$ cat src/rtl/bperr_pkg.sv
package bperr_pkg;
  typedef enum logic [1:0] {
    TK_READ   = 2'd0,
    TK_PWRITE = 2'd1,
    TK_DWRITE = 2'd2
  } txn_kind_t;

  localparam int IF_PRI = 0;
  localparam int IF_SEC = 1;
  localparam int NUM_IF = 2;

  // Bridge masters the primary bus on upstream transfers.
  function automatic logic masters_pri(input logic dir_up);
    return dir_up;
  endfunction

  // Bridge masters the secondary bus on downstream transfers.
  function automatic logic masters_sec(input logic dir_up);
    return !dir_up;
  endfunction

  // Bridge receives data on the primary bus: target of a downstream
  // write, or initiator of an upstream read.
  function automatic logic owns_pri_perr(input logic [1:0] kind, input logic dir_up);
    logic is_read;
    is_read = (kind == TK_READ);
    return (dir_up && is_read) || (!dir_up && !is_read);
  endfunction
endpackage

$ cat src/rtl/bperr_set_decode.sv
module bperr_set_decode
  import bperr_pkg::*;
(
  input  logic              xfer_vld,
  input  logic [1:0]        txn_kind,
  input  logic              dir_up,
  input  logic              pri_perr_det,
  input  logic              sec_perr_det,
  input  logic              pri_perr_in_n,
  input  logic              sec_perr_in_n,
  input  logic              pri_resp_en,
  input  logic              sec_resp_en,
  output logic [NUM_IF-1:0] set_vec,
  output logic              perr_evt
);
  logic pri_err_seen;
  logic sec_err_seen;

  always_comb begin
    pri_err_seen     = pri_perr_det || !pri_perr_in_n;
    sec_err_seen     = sec_perr_det || !sec_perr_in_n;
    set_vec[IF_PRI]  = xfer_vld && masters_pri(dir_up) && pri_resp_en && pri_err_seen;
    set_vec[IF_SEC]  = xfer_vld && masters_sec(dir_up) && sec_resp_en && sec_err_seen;
    perr_evt         = xfer_vld && pri_resp_en && pri_perr_det
                       && owns_pri_perr(txn_kind, dir_up);
  end
endmodule

$ cat src/rtl/bperr_sticky.sv
module bperr_sticky #(
  parameter int N = 2
) (
  input  logic         clk,
  input  logic         rst_n,
  input  logic [N-1:0] set_vec,
  input  logic         wr,
  input  logic [N-1:0] wdata,
  output logic [N-1:0] flags
);
  for (genvar i = 0; i < N; i++) begin : g_bit
    always_ff @(posedge clk) begin
      if (!rst_n)
        flags[i] <= 1'b0;
      else if (set_vec[i])
        flags[i] <= 1'b1;          // set has priority over clear
      else if (wr && wdata[i])
        flags[i] <= 1'b0;
    end
  end
endmodule

$ cat src/rtl/bperr_perr_pipe.sv
module bperr_perr_pipe #(
  parameter int LAT = 2
) (
  input  logic clk,
  input  logic rst_n,
  input  logic evt,
  output logic perr_n
);
  logic [LAT-1:0] stage;

  always_ff @(posedge clk) begin
    if (!rst_n)
      stage[0] <= 1'b0;
    else
      stage[0] <= evt;
  end

  for (genvar i = 1; i < LAT; i++) begin : g_stage
    always_ff @(posedge clk) begin
      if (!rst_n)
        stage[i] <= 1'b0;
      else
        stage[i] <= stage[i-1];
    end
  end

  assign perr_n = !stage[LAT-1];
endmodule

$ cat src/rtl/bridge_perr_status.sv
module bridge_perr_status
  import bperr_pkg::*;
#(
  parameter int PERR_LAT = 2
) (
  input  logic       clk,
  input  logic       rst_n,
  input  logic       xfer_vld,
  input  logic [1:0] txn_kind,
  input  logic       dir_up,
  input  logic       pri_perr_det,
  input  logic       sec_perr_det,
  input  logic       pri_perr_in_n,
  input  logic       sec_perr_in_n,
  input  logic       pri_resp_en,
  input  logic       sec_resp_en,
  input  logic       stat_wr,
  input  logic [1:0] stat_wdata,
  output logic       pri_mdpe,
  output logic       sec_mdpe,
  output logic       pri_perr_out_n
);
  logic [NUM_IF-1:0] set_w;
  logic [NUM_IF-1:0] flags_w;
  logic              pri_set_w;
  logic              sec_set_w;
  logic              perr_evt_w;

  bperr_set_decode u_dec (
    .xfer_vld      (xfer_vld),
    .txn_kind      (txn_kind),
    .dir_up        (dir_up),
    .pri_perr_det  (pri_perr_det),
    .sec_perr_det  (sec_perr_det),
    .pri_perr_in_n (pri_perr_in_n),
    .sec_perr_in_n (sec_perr_in_n),
    .pri_resp_en   (pri_resp_en),
    .sec_resp_en   (sec_resp_en),
    .set_vec       (set_w),
    .perr_evt      (perr_evt_w)
  );

  bperr_sticky #(.N(NUM_IF)) u_flags (
    .clk     (clk),
    .rst_n   (rst_n),
    .set_vec (set_w),
    .wr      (stat_wr),
    .wdata   (stat_wdata),
    .flags   (flags_w)
  );

  bperr_perr_pipe #(.LAT(PERR_LAT)) u_pipe (
    .clk    (clk),
    .rst_n  (rst_n),
    .evt    (perr_evt_w),
    .perr_n (pri_perr_out_n)
  );

  assign pri_set_w = set_w[IF_PRI];
  assign sec_set_w = set_w[IF_SEC];
  assign pri_mdpe  = flags_w[IF_PRI];
  assign sec_mdpe  = flags_w[IF_SEC];
endmodule

$ cat config.mk
export PLATFORM = sky130hd
export DESIGN_NAME = bridge_perr_status
export DESIGN_NICKNAME = d
export VERILOG_FILES = /design/src/rtl/bperr_pkg.sv /design/src/rtl/bperr_set_decode.sv /design/src/rtl/bperr_sticky.sv /design/src/rtl/bperr_perr_pipe.sv /design/src/rtl/bridge_perr_status.sv
export SDC_FILE = /design/constraint.sdc
export NUM_CORES = 1
export LEC_CHECK = 0
export ABC_AREA = 1
export BUFFER_PORTS_ARGS = -buffer_cell sky130_fd_sc_hd__buf_2
export CELL_PAD_IN_SITES_DETAIL_PLACEMENT = 0
export CELL_PAD_IN_SITES_GLOBAL_PLACEMENT = 1
export CORE_AREA = 2 2 39 41
export CTS_BUF_LIST = sky130_fd_sc_hd__clkbuf_8 sky130_fd_sc_hd__clkbuf_16
export DETAILED_ROUTE_END_ITERATION = 6
export DIE_AREA = 0 0 41 43
export PLACE_DENSITY_LB_ADDON = 0.1
export SYNTH_ARGS = -nofsm -noshare
export SYNTH_HDL_FRONTEND = slang
export SYNTH_SLANG_ARGS = --single-unit
$ cat constraint.sdc
create_clock -name clk -period 0.8 [get_ports clk]
set_input_delay 0.16 -clock clk [delete_from_list [all_inputs] [get_ports clk]]
set_output_delay 0.16 -clock clk [all_outputs]
set_load 0.005 [all_outputs]
==> metrics.txt <==
# TYPE chip_impl_metric gauge
chip_impl_info{name="critPathTopFamily",value="flip-flops"} 1
chip_impl_metric{name="critical_path.max_stage_delay",unit="ns"} 0.31
chip_impl_metric{name="drv_slew",unit=""} 0
chip_impl_metric{name="post-route-period-util",unit="%"} 101
chip_impl_info{name="setup.worst_path.end_class",value="output pin"} 1
chip_impl_metric{name="max_cap_viols",unit=""} 0
chip_impl_info{name="final_common_cell",value="buf_2"} 1
chip_impl_info{name="tritoncts",value="yes"} 1
chip_impl_info{name="crit_path_start_kind",value="flop"} 1
chip_impl_metric{name="wire_length_of_the_first_global_routing_pass",unit="um"} 655
chip_impl_metric{name="critPathRequiredTime",unit="ns"} 0.64
chip_impl_metric{name="ir_worst_vdd",unit="mV"} 0.516
chip_impl_metric{name="clk_pin_slew_worst_paths",unit="ns"} 0.03
chip_impl_metric{name="floorplan.die_area",unit="mm2"} 0.00176
chip_impl_metric{name="synth_nets",unit=""} 44
chip_impl_metric{name="dr.pass1.iters",unit=""} 2
chip_impl_info{name="hp-class",value="in2reg"} 1
chip_impl_metric{name="dp.final_hpwl",unit="um"} 403
chip_impl_info{name="cts_root_buf",value="clkbuf_8"} 1
chip_impl_metric{name="drt-wirelength-per-cell",unit="um"} 6.80
chip_impl_info{name="hold_start",value="rst_n"} 1
chip_impl_info{name="critical_path.cell_chain",value="inv_2 > buf_6"} 1
chip_impl_metric{name="routabilityCongestion",unit=""} 0.582
chip_impl_metric{name="timing.hold.worst_path_depth",unit=""} 3
chip_impl_metric{name="fin_total_pwr",unit="mW"} 0.692
chip_impl_metric{name="grt_pass1_vias",unit=""} 203
chip_impl_metric{name="crit_buf_inv",unit=""} 2
chip_impl_metric{name="route.vias.total",unit=""} 233
chip_impl_metric{name="io_buffers",unit=""} 17
chip_impl_metric{name="synth_area",unit="um2"} 188
chip_impl_metric{name="r2r_cells",unit=""} 2
chip_impl_metric{name="cp.arrival",unit="ns"} 0.65
chip_impl_metric{name="track_usage",unit="%"} 6.02
chip_impl_metric{name="grt_start_max_net_pins",unit=""} 4
chip_impl_metric{name="synth-warning-count",unit=""} 0
chip_impl_metric{name="cts_hold_buf",unit=""} 0
chip_impl_metric{name="r2r_slack",unit="ns"} 0.24
chip_impl_metric{name="final_layout_size_suffix_gt1_share",unit="%"} 51.0
chip_impl_metric{name="final.fill_count",unit=""} 167
chip_impl_metric{name="fmax",unit="MHz"} 1240
chip_impl_metric{name="boundaryPins",unit=""} 18
chip_impl_metric{name="synthesized_instance_count",unit=""} 29
chip_impl_metric{name="setup-violations-final",unit=""} 1
chip_impl_metric{name="tightest_slew",unit="ns"} 0.114
chip_impl_metric{name="power.static_leakage",unit="nW"} 0.192
chip_impl_metric{name="worstSkewPairLatency",unit="ns"} 0.21
chip_impl_metric{name="die_h",unit="um"} 43
chip_impl_metric{name="finalNetCount",unit=""} 66
chip_impl_metric{name="area_overhead_of_the_layout_relative_to_synthesis",unit="%"} 83.3
chip_impl_metric{name="row_count",unit=""} 14
chip_impl_metric{name="drt_first_iter_violations",unit=""} 2
chip_impl_metric{name="layout.core_utilization",unit="%"} 24.9
chip_impl_metric{name="drt_wl_total",unit="um"} 442
chip_impl_metric{name="vias_per_cell",unit=""} 3.58
chip_impl_info{name="crit_slowest_cell",value="dfxtp_2"} 1
chip_impl_info{name="regToRegStartpoint",value="u_flags.flags[1]"} 1
chip_impl_info{name="outcome",value="finished with violations"} 1
chip_impl_info{name="layout.cells.most_common_list",value="buf_2 (16), nand2_1 (11), inv_1 (5), nor2_1 (4)"} 1
chip_impl_metric{name="clock_sink_count",unit=""} 4
chip_impl_metric{name="crit_path_max_fo",unit=""} 1
chip_impl_metric{name="postCtsSetupBuffers",unit=""} 0
chip_impl_info{name="r2r-end",value="u_flags.flags[1]"} 1
chip_impl_metric{name="maxSlewHeadroom",unit="%"} 92.4
chip_impl_metric{name="drc",unit=""} 0
chip_impl_metric{name="die_width",unit="um"} 41
chip_impl_metric{name="total_congestion_overflow_after_global_routing",unit=""} 0
chip_impl_metric{name="effective_utilization_at_floorplan",unit="%"} 13.6
chip_impl_metric{name="fin_hold_ws",unit="ns"} 0.173
chip_impl_metric{name="placeableCoreArea",unit="mm2"} 0.00138
chip_impl_metric{name="ctsLongestPathBuffers",unit=""} 2
chip_impl_metric{name="drtAntennaViolNets",unit=""} 0
chip_impl_info{name="worst-setup-path-type",value="reg2out"} 1
chip_impl_metric{name="yosys_register_bits",unit=""} 4
chip_impl_metric{name="ys_seq_area_share",unit="%"} 42.7
chip_impl_metric{name="postSynthAreaPerCell",unit="um2"} 6.47
chip_impl_info{name="worst_hold_endpoint",value="u_pipe.stage[1]"} 1
chip_impl_info{name="violations",value="negative setup slack"} 1
chip_impl_metric{name="cts_htree_levels",unit=""} 1
chip_impl_info{name="grt_setup_unrepaired",value="true"} 1
chip_impl_metric{name="yosys.cell_types.count",unit=""} 8
chip_impl_metric{name="min_period",unit="ns"} 0.807
chip_impl_metric{name="setup_skew",unit="ns"} 0.0000727
chip_impl_metric{name="finalWorstSetupSlack",unit="ns"} -0.00658
chip_impl_metric{name="cts-buffers-inserted",unit=""} 3
chip_impl_metric{name="number_of_antenna_cells_inserted",unit=""} 0
chip_impl_metric{name="p_per_area",unit="mW/mm2"} 2010
chip_impl_metric{name="grt_antenna_before_repair",unit=""} 0
chip_impl_metric{name="hold_violation_total_from_the_final_report",unit=""} 0
cell families (layout without fill, tap and decap cells):
kind of cell,after synthesis,count (layout),share of synthesized area (%)
AND/OR/NAND/NOR,16,16,33.3
flip-flops,4,4,42.7
XOR/XNOR,1,1,4.67
AO/OA/AOI/OAI,2,2,7.33
buffers and inverters,6,26,12.0
tightest hold or removal path: stages:
cell and delay [ns]:
buf_2 0.11, nand2_1 0.05, inv_1 0.04
how the worst max path moves through the flow:
stage | startpoint | to | slack, ns | cells past startpoint
6_report | u_pipe.stage[1] | pri_perr_out_n | -0.007 | 2
3_3_place_gp | txn_kind[1] | u_pipe.stage[0] | 0.13 | 4
2_1_floorplan | txn_kind[1] | u_pipe.stage[0] | 0.24 | 3
3_5_place_dp | txn_kind[1] | u_pipe.stage[0] | 0.11 | 4
4_1_cts | u_pipe.stage[1] | pri_perr_out_n | -0.02 | 2
5_1_grt | u_pipe.stage[1] | pri_perr_out_n | -0.03 | 2
per-layer routing:
layer / track usage (%) / wire (um) / vias to the layer above
met5: 0 / 0 / -
met4: 6.00 / 0 / 0
met3: 3.14 / 53 / 0
met2: 8.44 / 193 / 15
met1: 5.79 / 195 / 93
li1: - / - / 125
synthesized netlist by cell type:
master / n / share of area, %
nor2_1: 4 / 8.0
inv_1: 6 / 12
dfxtp_1: 4 / 43
nand2_1: 11 / 22
a21oi_2: 1 / 4.7
xor2_1: 1 / 4.7
nand4_1: 1 / 3.3
a21oi_1: 1 / 2.7
state kept, by name, summed over array words and instances, names as in the netlist:
| name | flops |
|---|---|
| u_flags.flags | 2 |
| u_pipe.stage | 2 |
what timing repair did:
action	4_1_cts	5_1_grt
hold endpoints to repair	0	0
resized for setup	1	4
setup endpoints to repair	2	3
report_power, final:
part	switching, mW	leakage, nW	internal (mW)	total (mW)
Clock	0.0910	0.0216	0.320	0.411
Sequential	0.00205	0.0339	0.207	0.210
Combinational	0.0318	0.136	0.0397	0.0716
per-stage QoR:
stage / worst slack [ns] / instances / setup TNS, ns / instance area [um2]
final: -0.00658 / 65 / -0.00658 / 344
after global routing: -0.0300 / 65 / -0.0435 / 344
after CTS: -0.0164 / 65 / -0.0164 / 335
after detailed placement: 0.106 / 62 / 0 / 293
after global placement: 0.128 / 62 / 0 / 293
after floorplan: 0.237 / 29 / 0 / 188
final cells by class:
| type | instances | area (um2) | area share, % |
|---|---|---|---|
| clock buffers | 3 | 41.3 | 12.0 |
| inverters | 6 | 22.5 | 6.55 |
| multi-input cells | 19 | 85.1 | 24.7 |
| flip-flops and latches | 4 | 83.8 | 24.4 |
| well taps | 16 | 20.0 | 5.82 |
| repair buffers | 17 | 91.3 | 26.5 |
Power figures use the tool's default switching activity.
